### src/rtl/adc_sp_pkg.sv
package adc_sp_pkg;

    typedef enum logic {
        CLK_INTERNAL = 1'b0,
        CLK_EXTERNAL = 1'b1
    } clk_src_e;

    typedef struct packed {
        logic rise;
        logic fall;
    } edge_pair_t;

    typedef struct packed {
        logic load;
        logic shift;
    } sr_ctl_t;

    // Chooses the rising or falling edge depending on the inversion control.
    function automatic logic pick_edge(edge_pair_t e, logic inv);
        return inv ? e.fall : e.rise;
    endfunction

    // Level driven on a polarity-programmable strobe.
    function automatic logic polar_level(logic active, logic inv);
        return active ^ inv;
    endfunction

endpackage

### src/rtl/adc_sp_shreg.sv
module adc_sp_shreg
    import adc_sp_pkg::*;
#(
    parameter int DATA_W = 16
) (
    input  logic              clk,
    input  logic              rst,
    input  sr_ctl_t           ctl,
    input  logic [DATA_W-1:0] load_word,
    output logic              head
);

    logic [DATA_W-1:0] sr_q;

    always_ff @(posedge clk) begin
        if (rst) begin
            sr_q <= '0;
        end else if (ctl.load) begin
            sr_q <= load_word;
        end else if (ctl.shift) begin
            sr_q <= {sr_q[DATA_W-2:0], 1'b0};
        end
    end

    assign head = sr_q[DATA_W-1];

endmodule

### src/rtl/adc_sp_intclk.sv
module adc_sp_intclk #(
    parameter int DATA_W = 16,
    parameter int DIV    = 4
) (
    input  logic clk,
    input  logic rst,
    input  logic start,
    output logic sclk,
    output logic shift,
    output logic frame
);

    localparam int CW = (DIV > 1) ? $clog2(DIV) : 1;
    localparam int PW = (DATA_W > 1) ? $clog2(DATA_W) : 1;
    localparam logic [CW-1:0] PHASE_LAST = CW'(DIV - 1);
    localparam logic [PW-1:0] PULSE_LAST = PW'(DATA_W - 1);

    logic [CW-1:0] ph_cnt_q;
    logic [PW-1:0] pulse_q;
    logic          sclk_q;
    logic          frame_q;
    logic          phase_end;
    logic          last_pulse;

    assign phase_end  = frame_q && (ph_cnt_q == PHASE_LAST);
    assign last_pulse = (pulse_q == PULSE_LAST);

    always_ff @(posedge clk) begin
        if (rst) begin
            ph_cnt_q <= '0;
            pulse_q  <= '0;
            sclk_q   <= 1'b0;
            frame_q  <= 1'b0;
        end else if (start) begin
            ph_cnt_q <= '0;
            pulse_q  <= '0;
            sclk_q   <= 1'b0;
            frame_q  <= 1'b1;
        end else if (frame_q) begin
            if (phase_end) begin
                ph_cnt_q <= '0;
                if (!sclk_q) begin
                    sclk_q <= 1'b1;
                end else begin
                    sclk_q  <= 1'b0;
                    pulse_q <= pulse_q + 1'b1;
                    if (last_pulse) begin
                        frame_q <= 1'b0;
                    end
                end
            end else begin
                ph_cnt_q <= ph_cnt_q + 1'b1;
            end
        end
    end

    // Data advances with every falling edge except the one closing the burst.
    assign shift = phase_end && sclk_q && !last_pulse && !start;
    assign sclk  = sclk_q;
    assign frame = frame_q;

endmodule

### src/rtl/adc_sp_extclk.sv
module adc_sp_extclk
    import adc_sp_pkg::*;
(
    input  logic clk,
    input  logic rst,
    input  logic sclk_ext_i,
    input  logic cs_n_i,
    input  logic inv_i,
    output logic upd,
    output logic smp
);

    localparam int SYNC_STAGES = 3;

    logic                   gated;
    logic [SYNC_STAGES-1:0] pipe_q;
    edge_pair_t             edges;

    // With chip select high the clock is parked at its idle level.
    assign gated = cs_n_i ? inv_i : sclk_ext_i;

    always_ff @(posedge clk) begin
        if (rst) begin
            pipe_q <= {SYNC_STAGES{inv_i}};
        end else begin
            pipe_q <= {pipe_q[SYNC_STAGES-2:0], gated};
        end
    end

    assign edges.rise = pipe_q[SYNC_STAGES-2] && !pipe_q[SYNC_STAGES-1];
    assign edges.fall = !pipe_q[SYNC_STAGES-2] && pipe_q[SYNC_STAGES-1];

    assign upd = pick_edge(edges, inv_i);
    assign smp = pick_edge(edges, !inv_i);

endmodule

### src/rtl/adc_serial_port.sv
module adc_serial_port
    import adc_sp_pkg::*;
#(
    parameter int DATA_W = 16,
    parameter int DIV    = 4
) (
    input  logic              clk,
    input  logic              rst,
    input  logic [DATA_W-1:0] result_i,
    input  logic              latch_i,
    input  logic              ext_mode_i,
    input  logic              sclk_inv_i,
    input  logic              sync_inv_i,
    input  logic              twos_fmt_i,
    input  logic              cs_n_i,
    input  logic              rd_n_i,
    input  logic              sclk_ext_i,
    output logic              sdout_o,
    output logic              sclk_o,
    output logic              sync_o,
    output logic              rd_error_o
);

    localparam int RC_W = $clog2(DATA_W + 1);
    localparam logic [RC_W-1:0] RC_FULL = RC_W'(DATA_W);

    clk_src_e          src;
    logic [DATA_W-1:0] coded_word;
    sr_ctl_t           sr_ctl;
    logic              head;
    logic              int_sclk, int_shift, int_frame;
    logic              ext_upd, ext_smp;
    logic [RC_W-1:0]   rd_cnt_q;
    logic              read_partial;
    logic              err_q;
    logic              is_ext;
    logic              out_en;

    assign src    = clk_src_e'(ext_mode_i);
    assign is_ext = (src == CLK_EXTERNAL);

    // Offset-binary to two's complement: only the top bit flips.
    assign coded_word = {result_i[DATA_W-1] ^ twos_fmt_i, result_i[DATA_W-2:0]};

    adc_sp_intclk #(
        .DATA_W (DATA_W),
        .DIV    (DIV)
    ) intclk_i (
        .clk   (clk),
        .rst   (rst),
        .start (latch_i && !is_ext),
        .sclk  (int_sclk),
        .shift (int_shift),
        .frame (int_frame)
    );

    adc_sp_extclk extclk_i (
        .clk        (clk),
        .rst        (rst),
        .sclk_ext_i (sclk_ext_i),
        .cs_n_i     (cs_n_i),
        .inv_i      (sclk_inv_i),
        .upd        (ext_upd),
        .smp        (ext_smp)
    );

    // Sampling edges taken from the current word in external mode.
    always_ff @(posedge clk) begin
        if (rst || latch_i) begin
            rd_cnt_q <= '0;
        end else if (is_ext && ext_smp && (rd_cnt_q != RC_FULL)) begin
            rd_cnt_q <= rd_cnt_q + 1'b1;
        end
    end

    assign read_partial = (rd_cnt_q != '0) && (rd_cnt_q != RC_FULL);

    always_ff @(posedge clk) begin
        if (rst) begin
            err_q <= 1'b0;
        end else begin
            err_q <= latch_i && is_ext && read_partial;
        end
    end

    // The first update edge only presents the top bit already on the line.
    always_comb begin
        sr_ctl.load  = latch_i;
        sr_ctl.shift = is_ext ? (ext_upd && (rd_cnt_q != '0)) : int_shift;
    end

    adc_sp_shreg #(
        .DATA_W (DATA_W)
    ) shreg_i (
        .clk       (clk),
        .rst       (rst),
        .ctl       (sr_ctl),
        .load_word (coded_word),
        .head      (head)
    );

    assign out_en     = !cs_n_i && !rd_n_i;
    assign sdout_o    = out_en && head && (is_ext || int_frame);
    assign sclk_o     = !is_ext && int_sclk;
    assign sync_o     = polar_level(!is_ext && int_frame, sync_inv_i);
    assign rd_error_o = err_q;

endmodule

### config.mk
export PLATFORM = sky130hd
export DESIGN_NAME = adc_serial_port
export DESIGN_NICKNAME = d
export VERILOG_FILES = /design/src/rtl/adc_sp_pkg.sv /design/src/rtl/adc_sp_shreg.sv /design/src/rtl/adc_sp_intclk.sv /design/src/rtl/adc_sp_extclk.sv /design/src/rtl/adc_serial_port.sv
export SDC_FILE = /design/constraint.sdc
export NUM_CORES = 1
export LEC_CHECK = 0
export ABC_AREA = 1
export BUFFER_PORTS_ARGS = -buffer_cell sky130_fd_sc_hd__buf_2
export CAP_MARGIN = 20
export CORE_ASPECT_RATIO = 0.9
export CORE_MARGIN = 8
export CORE_UTILIZATION = 50
export CTS_BUF_LIST = sky130_fd_sc_hd__clkbuf_8
export DETAILED_ROUTE_END_ITERATION = 10
export PLACE_DENSITY_LB_ADDON = 0.12
export SLEW_MARGIN = 20
export SYNTH_ARGS = -nofsm -noshare
export SYNTH_HDL_FRONTEND = slang
export SYNTH_SLANG_ARGS = --single-unit
### constraint.sdc
create_clock -name clk -period 2.05 [get_ports clk]
set_clock_uncertainty 0.1 [all_clocks]
set_input_delay 0.3075 -clock clk [delete_from_list [all_inputs] [get_ports clk]]
set_output_delay 0.3075 -clock clk [all_outputs]
set_load 0.05 [all_outputs]
Yosys cells after proc, flatten, opt, wreduce, memory -nomap -nowiden
Index checks and enable logic that the tools add are counted.
{"block": "totals", "output_inout_bits": 4, "regBits": 33, "word_cells": 62}
{"block": "op_classes", "bitwise_logic": 2, "add_sub_neg": 3, "reduce_logical": 32, "eq_ne": 3, "muxes": 14}
{"op": "$mux 16", "n": 2}
{"op": "$logic_and 1x1->1", "n": 18}
{"op": "$mux 1", "n": 10}
{"op": "$logic_not 1->1", "n": 7}
{"op": "$add 5x1->5 const B", "n": 1}
{"op": "$ne 5x5->1 const B", "n": 1}
{"op": "$reduce_bool 5->1", "n": 1}
{"op": "$add 4x1->4 const B", "n": 1}
{"op": "$eq 4x4->1 const B", "n": 1}
{"op": "$mux 3", "n": 1}
{"op": "$reduce_and 3->1", "n": 1}
{"op": "$add 2x1->2 const B", "n": 1}
{"op": "$eq 2x2->1 const B", "n": 1}
{"op": "$logic_or 1x1->1", "n": 2}
{"op": "$mux 2", "n": 1}
{"op": "$reduce_and 2->1", "n": 1}
{"op": "$reduce_bool 2->1", "n": 1}
{"op": "$reduce_or 2->1", "n": 1}
{"op": "$xor 1x1->1", "n": 2}

Depth between registers and ports, before layout
Gate-level depths: netlist (run 1).
{"block": "depth", "word_depth": 8, "ltp_mapped": 8, "ltp_nobuf": 8}

By module
From an unflattened synthesis (run 1), not the netlist that was laid out.
{"block": "unflattened", "cells_unflattened": 254, "area_unflattened_um2": 1701.6}
{"mod": "adc_sp_shreg", "area_each_um2": 799.5, "cells_per_inst": 121, "instances": 1}
{"mod": "adc_serial_port", "area_each_um2": 389.1, "cells_per_inst": 63, "instances": 1}
{"mod": "adc_sp_intclk", "area_each_um2": 372.9, "cells_per_inst": 48, "instances": 1}
{"mod": "adc_sp_extclk", "area_each_um2": 140.1, "cells_per_inst": 22, "instances": 1}

Worst setup path before layout (run 1)
No wires, ideal clock.
{"block": "synth_timing", "path_kind": "reg-to-output", "start": "register intclk_i.frame_q, in the netlist intclk_i.frame", "end": "output port sdout_o", "stages_incl_launch_ff": 4, "arrival_time_ns": 1.921, "path_slack_ns": -0.278, "cell_sequence": "dfxtp_1 buf_4 nor2_1 nor4_1"}
{"block": "synth_via", "elab_chain_len": 2}
{"element": "start, declared", "line_no": "adc_sp_intclk.sv:21", "text": "logic frame_q;"}
{"element": "start signal, assigned", "line_no": "adc_sp_intclk.sv:33", "text": "frame_q <= 1'b0;"}
{"element": "start signal, assigned", "line_no": "adc_sp_intclk.sv:38", "text": "frame_q <= 1'b1;"}
{"element": "start signal, assigned", "line_no": "adc_sp_intclk.sv:48", "text": "frame_q <= 1'b0;"}
{"element": "$logic_or 1x1->1", "line_no": "adc_serial_port.sv:103", "text": "assign sdout_o = out_en && head && (is_ext || int_frame);"}
{"element": "$logic_and 1x1->1", "line_no": "adc_serial_port.sv:103"}
{"element": "end, declared", "line_no": "adc_serial_port.sv:18", "text": "output logic sdout_o,"}
No other way between the ends.

Worst setup path in the final report (run 1)
{"block": "layout_timing", "start": "register intclk_i.frame_q, in the netlist intclk_i.frame", "end": "output port sync_o"}
{"block": "layout_via", "elab_chain_len": 2}
{"element": "$logic_and 1x1->1", "line_no": "adc_serial_port.sv:105", "text": "assign sync_o = polar_level(!is_ext && int_frame, sync_inv_i);"}
{"element": "$xor 1x1->1", "line_no": "adc_sp_pkg.sv:25", "text": "return active ^ inv;"}
{"element": "end, declared", "line_no": "adc_serial_port.sv:20", "text": "output logic sync_o,"}
No other way between the ends.

==> report_table.html, run 1 <==
<table>
<tr><th>Metric</th><th>Value</th></tr>
<tr><th colspan="2">Yosys</th></tr>
<tr><td>Area share of the largest cell type after synthesis</td><td>between 30% and 40%</td></tr>
<tr><td>Fraction of the yosys area taken by sequential cells</td><td>a little under two fifths</td></tr>
<tr><td>Most common cell in the synthesized netlist</td><td>sky130_fd_sc_hd__nand2_1</td></tr>
<tr><td>Number of flops mapped to enable cells by yosys</td><td>0</td></tr>
<tr><td>Post-synth top cells</td><td>sky130_fd_sc_hd__nand2_1 (57), sky130_fd_sc_hd__dfxtp_1 (33), sky130_fd_sc_hd__inv_1 (27), sky130_fd_sc_hd__nor2_1 (27)</td></tr>
<tr><td>Synthesized netlist cell count</td><td>252</td></tr>
<tr><td>Synthesized cell area</td><td>~1800 sq um</td></tr>
<tr><td>Largest area contributor in the synthesized netlist</td><td>sky130_fd_sc_hd__dfxtp_1</td></tr>
<tr><td>Share of synthesized registers carrying an async set or reset</td><td>0%</td></tr>
<tr><td>Number of distinct library cells after synthesis</td><td>32</td></tr>
<tr><td>Main area contributors after synthesis</td><td>sky130_fd_sc_hd__dfxtp_1 (38%), sky130_fd_sc_hd__nand2_1 (12%), sky130_fd_sc_hd__a21oi_1 (6.8%)</td></tr>
<tr><td>Number of register bits inferred by synthesis</td><td>33</td></tr>
<tr><td>Post-Syn Nets</td><td>~280</td></tr>
<tr><td>Per-instance average area after synthesis</td><td>6.966 sq um</td></tr>
<tr><td>Main flop type after synthesis</td><td>sky130_fd_sc_hd__dfxtp_1</td></tr>
<tr><td>Number of warnings issued by yosys</td><td>0</td></tr>
<tr><th colspan="2">Setup path</th></tr>
<tr><td>Arrival @ worst endpoint</td><td>between 1000 and 1500 ps</td></tr>
<tr><td>Launching element type of the critical path</td><td>register</td></tr>
<tr><td>Setup slack on the worst flop-to-flop path</td><td>between 400 and 500 ps</td></tr>
<tr><td>Gate family responsible for the most delay along the worst path</td><td>flip-flops</td></tr>
<tr><td>Capturing element type of the critical path</td><td>output port</td></tr>
<tr><td>Worst stage delay on the critical path</td><td>510 ps</td></tr>
<tr><td>Endpoint of the most critical register-to-register path</td><td>shreg_i.sr_q[1]</td></tr>
<tr><td>Buffer and inverter count on the worst path</td><td>1</td></tr>
<tr><td>Number of cells on the critical path</td><td>3</td></tr>
<tr><td>WP data required</td><td>around 1600 ps</td></tr>
<tr><td>Kind of critical path</td><td>register to output port</td></tr>
<tr><td>Crit-path cells</td><td>nand2_1, xnor2_1, buf_2</td></tr>
<tr><td>Maximum fanout encountered on the critical timing path</td><td>7</td></tr>
<tr><td>Critical path destination</td><td>sync_o</td></tr>
<tr><td>Worst reg2reg startpoint</td><td>intclk_i.pulse_q[1]</td></tr>
<tr><td>Cell type of the slowest stage on the worst timing path</td><td>sky130_fd_sc_hd__dfxtp_1</td></tr>
<tr><td>Worst setup path startpoint</td><td>intclk_i.frame</td></tr>
<tr><td>Count of cells along the worst register-to-register path</td><td>7</td></tr>
<tr><th colspan="2">Clocking</th></tr>
<tr><td>Clock tree from TritonCTS</td><td>done</td></tr>
<tr><td>Reg clk slew, reported paths</td><td>70 ps</td></tr>
<tr><td>H-Tree Level Count</td><td>2</td></tr>
<tr><td>Largest buffer count on any clock path</td><td>2</td></tr>
<tr><td>Clock network latency to the later pin of the worst-skew pair</td><td>280 ps</td></tr>
<tr><td>Root Buffer Master</td><td>sky130_fd_sc_hd__clkbuf_8</td></tr>
<tr><td>Post-CTS Resized</td><td>0</td></tr>
<tr><td>Clock tree sinks</td><td>33</td></tr>
<tr><td>Hold-fix buffer count after cts</td><td>0</td></tr>
<tr><td>Inserted Clock Buffers</td><td>5</td></tr>
<tr><td>Post-CTS repair timing setup buffer count</td><td>0</td></tr>
<tr><th colspan="2">STA</th></tr>
<tr><td>Number of max-slew violations in the final report</td><td>0</td></tr>
<tr><td>Worst Tran Pin Value</td><td>416.4 ps</td></tr>
<tr><td>F_max</td><td>0.5782 GHz</td></tr>
<tr><td>Setup violation total in the final timing report</td><td>0</td></tr>
<tr><td>Unrepaired setup endpoints after global routing</td><td>false</td></tr>
<tr><td>Final clock period utilization by the worst path</td><td>about 84%</td></tr>
<tr><td>Worst-case headroom to the max-slew limit</td><td>about 72%</td></tr>
<tr><td>Final hold violation count</td><td>0</td></tr>
<tr><td>Setup total negative slack</td><td>0 ps</td></tr>
<tr><td>Fin crit period</td><td>1729 ps</td></tr>
<tr><th colspan="2">Power</th></tr>
<tr><td>Leak pwr</td><td>about 0.95 nW</td></tr>
<tr><td>Largest voltage drop on the vdd net</td><td>approximately 0.00043 V</td></tr>
<tr><td>Power density normalized to cell area</td><td>751.9 nW/um^2</td></tr>
<tr><th colspan="2">Placed design</th></tr>
<tr><td>HPWL reported at the end of detailed placement</td><td>~2.5 mm</td></tr>
<tr><td>Port Buffer Count</td><td>29</td></tr>
<tr><td>Final estimated routing congestion in global placement</td><td>0.7146</td></tr>
<tr><th colspan="2">Finish</th></tr>
<tr><td>Fraction of layout instances using a drive strength above 1</td><td>roughly 18%</td></tr>
<tr><td>Storage cell area</td><td>660.6 sq um</td></tr>
<tr><td>NumNets Final</td><td>approximately 310</td></tr>
<tr><td>Layout-stage area growth over the synthesis result</td><td>14.11%</td></tr>
<tr><td>Filler cell count</td><td>343</td></tr>
<tr><td>Multi-input logic area</td><td>around 890 sq um</td></tr>
<tr><td>Final Util</td><td>between 50% and 60%</td></tr>
<tr><td>Total inserted antenna cells</td><td>0</td></tr>
<tr><th colspan="2">Floorplanning</th></tr>
<tr><td>Rows</td><td>20</td></tr>
<tr><td>DIE HEIGHT</td><td>~72 um</td></tr>
<tr><td>Effective utilization at floorplan</td><td>51.96%</td></tr>
<tr><td>Top-Level Pins</td><td>30</td></tr>
<tr><td>Area of the core</td><td>3378 sq um</td></tr>
<tr><td>Horizontal extent of the die</td><td>78.46 um</td></tr>
<tr><td>Area enclosed by the die boundary</td><td>around 5700 sq um</td></tr>
<tr><th colspan="2">GRT</th></tr>
<tr><td>Maximum number of pins on one net before global-route repair</td><td>32</td></tr>
<tr><td>First-pass GRT wire length</td><td>about 6.3 mm</td></tr>
<tr><td>Total gr overflow</td><td>0</td></tr>
<tr><td>Initial antenna violation count</td><td>0</td></tr>
<tr><td>Via count of the first global-routing pass</td><td>1456</td></tr>
<tr><td>Total routing resource utilization after global routing</td><td>13.44%</td></tr>
<tr><th colspan="2">Worst hold path</th></tr>
<tr><td>Class of the tightest hold or removal check</td><td>input port to register</td></tr>
<tr><th colspan="2">Status</th></tr>
<tr><td>Outcome</td><td>finished, final reports clean</td></tr>
<tr><th colspan="2">Drt</th></tr>
<tr><td>Average routed wire per standard cell</td><td>roughly 11 um</td></tr>
<tr><td>Via count of the routed design</td><td>about 1.6k</td></tr>
<tr><td>DRT antenna net count</td><td>0</td></tr>
<tr><td>DR vias/cell</td><td>roughly 4.8</td></tr>
<tr><td>Residual DRC</td><td>0</td></tr>
<tr><td>Total Wirelength</td><td>3.549 mm</td></tr>
<tr><td>Initial drt markers</td><td>about 110</td></tr>
<tr><td>First drt pass iteration count</td><td>4</td></tr>
<tr><th colspan="2">Job</th></tr>
<tr><td>Max-cap violations</td><td>0</td></tr>
</table>
-- layout make-up --
type / count / area share (%)
timing repair buffer: 33 / 8.745
inverter: 29 / 5.434
multi-input combinational: 177 / 44.28
clock inverter: 2 / 1.686
sequential: 33 / 32.98
tap: 44 / 2.748
clock buffer: 6 / 4.122
-- worst min-delay path by stage --
stage / from / to / slack [ps] / depth (start not counted)
after floorplan: rst / intclk_i.frame / 280 / 1
after global placement: extclk_i.pipe_q[0] / extclk_i.pipe_q[1] / 320 / 2
after detailed placement: extclk_i.pipe_q[0] / extclk_i.pipe_q[1] / 320 / 2
after CTS: sclk_ext_i / extclk_i.pipe_q[0] / 130 / 2
after global routing: sclk_ext_i / extclk_i.pipe_q[0] / 120 / 2
final: sclk_ext_i / extclk_i.pipe_q[0] / 130 / 2
-- placed cells by master (no fill, tap or decap), types with 2 or more instances in the layout --
master / n
sky130_fd_sc_hd__o21ai_0: 19
sky130_fd_sc_hd__nand2_1: 57
sky130_fd_sc_hd__inv_1: 28
sky130_fd_sc_hd__nand4_1: 2
sky130_fd_sc_hd__dfxtp_1: 33
sky130_fd_sc_hd__nor2_1: 27
sky130_fd_sc_hd__nand2_2: 2
sky130_fd_sc_hd__inv_2: 2
sky130_fd_sc_hd__nand3_1: 24
sky130_fd_sc_hd__clkbuf_8: 6
sky130_fd_sc_hd__buf_4: 4
sky130_fd_sc_hd__xor2_1: 2
sky130_fd_sc_hd__xnor2_1: 2
sky130_fd_sc_hd__buf_2: 29
sky130_fd_sc_hd__ha_1: 4
sky130_fd_sc_hd__a21oi_1: 24
-- metal layers --
metal  part of all wire [%]  track usage [%]  wire length [um]
met5                      0                0                 0
met4                    1.0            5.133                37
met3                    3.7            4.568               133
met2                     45            22.15              1594
met1                     50            15.70              1783
-- metrics by stage --
step                      instances  power [W]  area [sq um]  worst slack [ps]  hold WS (ps)
after floorplan                 252  0.0008477          1762             308.8         276.6
after CTS                       324   0.001517          2003             321.1         125.1
after global placement          316  0.0008929          1887             500.1         316.2
after global routing            324   0.001588          2003             176.4         121.3
final                           324   0.001506          2003             320.6         131.2
after detailed placement        316  0.0008936          1887             470.3         321.4
-- registers in the layout (all words and copies together) (netlist names) --
name and flops:
shreg_i.sr_q 16, rd_cnt_q 5, intclk_i.pulse_q 4, extclk_i.pipe_q 3, intclk_i.ph_cnt_q 2, intclk_i.frame 1
intclk_i.sclk 1, rd_error_o 1
-- worst reg2reg max path: cells and delay by family (launching register included) --
kind            cells  cell delay (ps)
compound gates      1              170
simple gates        4              390
fa+ha+maj           1              170
flops               1              360
buf+inv             1              310
-- report_power, final --
part | switching [W] | internal, W | total, W
registers | 0.0000153 | 0.000674 | 0.000690
logic | 0.000115 | 0.0000748 | 0.000190
clock network | 0.000236 | 0.000391 | 0.000627
-- kinds of logic after synthesis --
group | Yosys count | share of synthesized area (%)
xor gates and xnor gates | 4 | 1.996
adders and majority gates | 4 | 2.851
muxes | 2 | 1.212
DFF | 33 | 37.63
buffers and inverters | 42 | 12.19
AOI/OAI and AO/OA | 48 | 14.97
and+or+nand+nor | 119 | 29.15
Note: power is estimated with default switching activity, not from simulation.
==> inputs of run 2 (changes only) <==
clock period = 1.7 ns   (was 2.05 ns; I/O delays follow)
==> report_table.html, run 2 (synthesized netlist as in run 1, its figures left out) <==
<table>
<tr><th>Metric</th><th>Value</th></tr>
<tr><th colspan="2">STA</th></tr>
<tr><td>Worst Tran Pin Value</td><td>336.3 ps (-80.06 ps)</td></tr>
<tr><td>Number of max-slew violations in the final report</td><td>0 (unchanged)</td></tr>
<tr><td>Final hold violation count</td><td>0 (unchanged)</td></tr>
<tr><td>Unrepaired setup endpoints after global routing</td><td>false</td></tr>
<tr><td>Fin crit period</td><td>about 1500 ps</td></tr>
<tr><td>Final worst-path setup slack</td><td>159.0 ps (-161.6 ps)</td></tr>
<tr><td>Setup total negative slack</td><td>0 ps (unchanged)</td></tr>
<tr><td>Final clock period utilization by the worst path</td><td>90.65%</td></tr>
<tr><td>F_max</td><td>~0.65 GHz</td></tr>
<tr><td>Worst-case headroom to the max-slew limit</td><td>77.50% (+5.3 points)</td></tr>
<tr><td>Setup violation total in the final timing report</td><td>0 (unchanged)</td></tr>
<tr><th colspan="2">Drt</th></tr>
<tr><td>First drt pass iteration count</td><td>4 (unchanged)</td></tr>
<tr><td>Average routed wire per standard cell</td><td>11.00 um (+0.45%)</td></tr>
<tr><td>Via count of the routed design</td><td>1617 (+3.0%)</td></tr>
<tr><td>DRT antenna net count</td><td>0 (unchanged)</td></tr>
<tr><td>Residual DRC</td><td>0 (unchanged)</td></tr>
<tr><td>Initial drt markers</td><td>137 (+20%)</td></tr>
<tr><td>Total Wirelength</td><td>3.576 mm (+0.76%)</td></tr>
<tr><td>DR vias/cell</td><td>4.975 (+2.7%)</td></tr>
<tr><th colspan="2">Setup path</th></tr>
<tr><td>Buffer and inverter count on the worst path</td><td>1 (unchanged)</td></tr>
<tr><td>Cell type of the slowest stage on the worst timing path</td><td>sky130_fd_sc_hd__dfxtp_2</td></tr>
<tr><td>Arrival @ worst endpoint</td><td>1190 ps (-130 ps)</td></tr>
<tr><td>Number of cells on the critical path</td><td>3 (unchanged)</td></tr>
<tr><td>Worst reg2reg startpoint</td><td>rd_cnt_q[0]</td></tr>
<tr><td>Gate family responsible for the most delay along the worst path</td><td>flip-flops</td></tr>
<tr><td>Count of cells along the worst register-to-register path</td><td>7 (unchanged)</td></tr>
<tr><td>Setup slack on the worst flop-to-flop path</td><td>200 ps (-250 ps)</td></tr>
<tr><td>Capturing element type of the critical path</td><td>output port</td></tr>
<tr><td>Maximum fanout encountered on the critical timing path</td><td>7 (unchanged)</td></tr>
<tr><td>Crit-path cells</td><td>nor2_1, nor4_2, buf_2</td></tr>
<tr><td>Worst setup path startpoint</td><td>intclk_i.frame</td></tr>
<tr><td>Kind of critical path</td><td>register to output port</td></tr>
<tr><td>Worst stage delay on the critical path</td><td>410 ps (-100 ps)</td></tr>
<tr><td>WP data required</td><td>1340 ps (-300 ps)</td></tr>
<tr><td>Endpoint of the most critical register-to-register path</td><td>rd_cnt_q[2]</td></tr>
<tr><td>Launching element type of the critical path</td><td>register</td></tr>
<tr><th colspan="2">Placed design</th></tr>
<tr><td>Port Buffer Count</td><td>29 (unchanged)</td></tr>
<tr><td>HPWL reported at the end of detailed placement</td><td>2.482 mm (+1.1%)</td></tr>
<tr><td>Worst setup slack after placement</td><td>190.0 ps (-280.4 ps)</td></tr>
<tr><td>Final estimated routing congestion in global placement</td><td>0.7824 (+9.5%)</td></tr>
<tr><td>Placed Instance Area</td><td>1907 sq um (+1.1%)</td></tr>
<tr><th colspan="2">Clocking</th></tr>
<tr><td>Clock network latency to the later pin of the worst-skew pair</td><td>280 ps (about the same)</td></tr>
<tr><td>Clock tree from TritonCTS</td><td>done</td></tr>
<tr><td>Root Buffer Master</td><td>sky130_fd_sc_hd__clkbuf_8</td></tr>
<tr><td>Reg clk slew, reported paths</td><td>70 ps (about the same)</td></tr>
<tr><td>H-Tree Level Count</td><td>2 (unchanged)</td></tr>
<tr><td>Inserted Clock Buffers</td><td>5 (unchanged)</td></tr>
<tr><td>Clock tree sinks</td><td>33 (unchanged)</td></tr>
<tr><td>Largest buffer count on any clock path</td><td>2 (unchanged)</td></tr>
<tr><th colspan="2">Finish</th></tr>
<tr><td>Most common cell after layout, fill and taps aside</td><td>sky130_fd_sc_hd__nand2_1</td></tr>
<tr><td>Highest-count cells in the layout ignoring fill and taps</td><td>sky130_fd_sc_hd__nand2_1 (57), sky130_fd_sc_hd__dfxtp_1 (32), sky130_fd_sc_hd__buf_2 (29)</td></tr>
<tr><td>Layout-stage area growth over the synthesis result</td><td>14.68%</td></tr>
<tr><td>Total inserted antenna cells</td><td>0 (unchanged)</td></tr>
<tr><td>Most flop-heavy register</td><td>shreg_i.sr_q</td></tr>
<tr><td>Post-route design area</td><td>2013 sq um (+0.50%)</td></tr>
<tr><td>NumNets Final</td><td>310 (+0.32%)</td></tr>
<tr><td>Registers with the most flip-flops</td><td>shreg_i.sr_q (16), rd_cnt_q (5), intclk_i.pulse_q (4)</td></tr>
<tr><td>Fraction of layout instances using a drive strength above 1</td><td>19.22% (+1.0 points)</td></tr>
<tr><td>Filler cell count</td><td>345 (+0.58%)</td></tr>
<tr><td>Largest register FFs</td><td>16 (unchanged)</td></tr>
<tr><th colspan="2">Floorplanning</th></tr>
<tr><td>DIE HEIGHT</td><td>72.21 um (unchanged)</td></tr>
<tr><td>Effective utilization at floorplan</td><td>51.96% (unchanged)</td></tr>
<tr><td>Rows</td><td>20 (unchanged)</td></tr>
<tr><td>Horizontal extent of the die</td><td>78.46 um (unchanged)</td></tr>
<tr><td>Area of the core</td><td>3378 sq um (unchanged)</td></tr>
<tr><td>Top-Level Pins</td><td>30 (unchanged)</td></tr>
<tr><td>Area enclosed by the die boundary</td><td>5665 sq um (unchanged)</td></tr>
<tr><th colspan="2">GRT</th></tr>
<tr><td>Via count of the first global-routing pass</td><td>1531 (+5.2%)</td></tr>
<tr><td>Maximum number of pins on one net before global-route repair</td><td>32 (unchanged)</td></tr>
<tr><td>Total routing resource utilization after global routing</td><td>13.69% (+0.25 points)</td></tr>
<tr><td>Total gr overflow</td><td>0 (unchanged)</td></tr>
<tr><td>Initial antenna violation count</td><td>0 (unchanged)</td></tr>
<tr><td>First-pass GRT wire length</td><td>6.396 mm (+1.4%)</td></tr>
<tr><th colspan="2">Power</th></tr>
<tr><td>Fraction of power consumed by the clock network</td><td>37.4% (-4.2 points)</td></tr>
<tr><td>Largest voltage drop on the vdd net</td><td>0.0005543 V (+29%)</td></tr>
<tr><td>Combinational fraction of design power</td><td>13.9% (+1.3 points)</td></tr>
<tr><td>Leak pwr</td><td>0.9499 nW (+0.33%)</td></tr>
<tr><td>Internal power component</td><td>0.001275 W (+12%)</td></tr>
<tr><td>Switching part of the total power</td><td>25.43% (+1.1 points)</td></tr>
<tr><td>Flop pwr share</td><td>48.7% (+2.9 points)</td></tr>
<tr><td>Switching power of the nets</td><td>0.0004346 W (+19%)</td></tr>
<tr><td>Power density normalized to cell area</td><td>849.0 nW/um^2 (+13%)</td></tr>
<tr><th colspan="2">Worst hold path</th></tr>
<tr><td>HP Start</td><td>sclk_ext_i</td></tr>
<tr><td>Cell depth of the worst min-delay path</td><td>2 (unchanged)</td></tr>
<tr><td>Class of the tightest hold or removal check</td><td>input port to register</td></tr>
<tr><td>Endpoint of the worst hold-timing path</td><td>extclk_i.pipe_q[0]</td></tr>
<tr><th colspan="2">Status</th></tr>
<tr><td>Outcome</td><td>finished, final reports clean</td></tr>
<tr><th colspan="2">Job</th></tr>
<tr><td>Max-cap violations</td><td>0 (unchanged)</td></tr>
</table>
run 2: cell count changes in the layout (fill, tap and decap cells not counted), sizes merged:
cell / delta
buf: +1
bufinv: -1
clkbuf: +1
clkinv: +1
inv: -1
run 2: power groups by stage:
stage / Clock [W] / Combinational [W] / Sequential, W
6_report: 0.000640 / 0.000237 / 0.000832
5_1_grt: 0.000696 / 0.000275 / 0.000837
4_1_cts: 0.000659 / 0.000238 / 0.000832
2_1_floorplan: 0 / 0.000180 / 0.000842
3_5_place_dp: 0 / 0.000236 / 0.000849
3_3_place_gp: 0 / 0.000235 / 0.000847
run 2: cell type report:
type	instances	area (sq um)	share of cell area (%)
Clock inverter	1	5.005	0.2486
Tap cell	44	55.05	2.735
Sequential cell	33	661.9	32.88
Inverter	29	108.9	5.407
Multi-Input combinational cell	177	887.1	44.06
Timing Repair Buffer	34	198.9	9.882
Clock buffer	7	96.34	4.786
run 2: how the worst max path moves through the flow:
stage,endpoint,slack (ps)
2_1_floorplan,sdout_o,10
3_3_place_gp,shreg_i.sr_q[11],220
3_5_place_dp,shreg_i.sr_q[3],190
4_1_cts,sdout_o,40
5_1_grt,rd_cnt_q[2],8
6_report,sdout_o,160
run 2: through the flow:
step | power [W] | hold WS [ps] | util (%) | cells
2_1_floorplan | 0.001022 | 224.1 | - | 252
3_3_place_gp | 0.001082 | 334.6 | 56.44 | 317
3_5_place_dp | 0.001085 | 330.1 | 56.44 | 317
4_1_cts | 0.001728 | 65.63 | 59.44 | 325
5_1_grt | 0.001808 | 67.79 | 59.59 | 325
6_report | 0.001709 | 70.54 | 59.59 | 325
run 2: layer usage:
metal	GRT usage (%)	vias up	part of all wire (%)
li1	-	865	-
met1	16.33	722	49
met2	22.15	25	46
met3	4.444	5	4.4
met4	5.544	0	1.2
met5	0	-	0
run 2: worst reg2reg max path, stage by stage, from the launching register on:
cell and delay (ps):
sky130_fd_sc_hd__dfxtp_1 370, sky130_fd_sc_hd__inv_1 70, sky130_fd_sc_hd__ha_1 220, sky130_fd_sc_hd__nand3_1 100, sky130_fd_sc_hd__nand2_1 50, sky130_fd_sc_hd__nor2_1 270, sky130_fd_sc_hd__nand2_1 80, sky130_fd_sc_hd__a21oi_1 150
run 2: what timing repair did:
action	in CTS	in global routing
buffers inserted	0	0
gates resized for setup	0	2
hold buffers	0	0
setup endpoints to repair	0	4
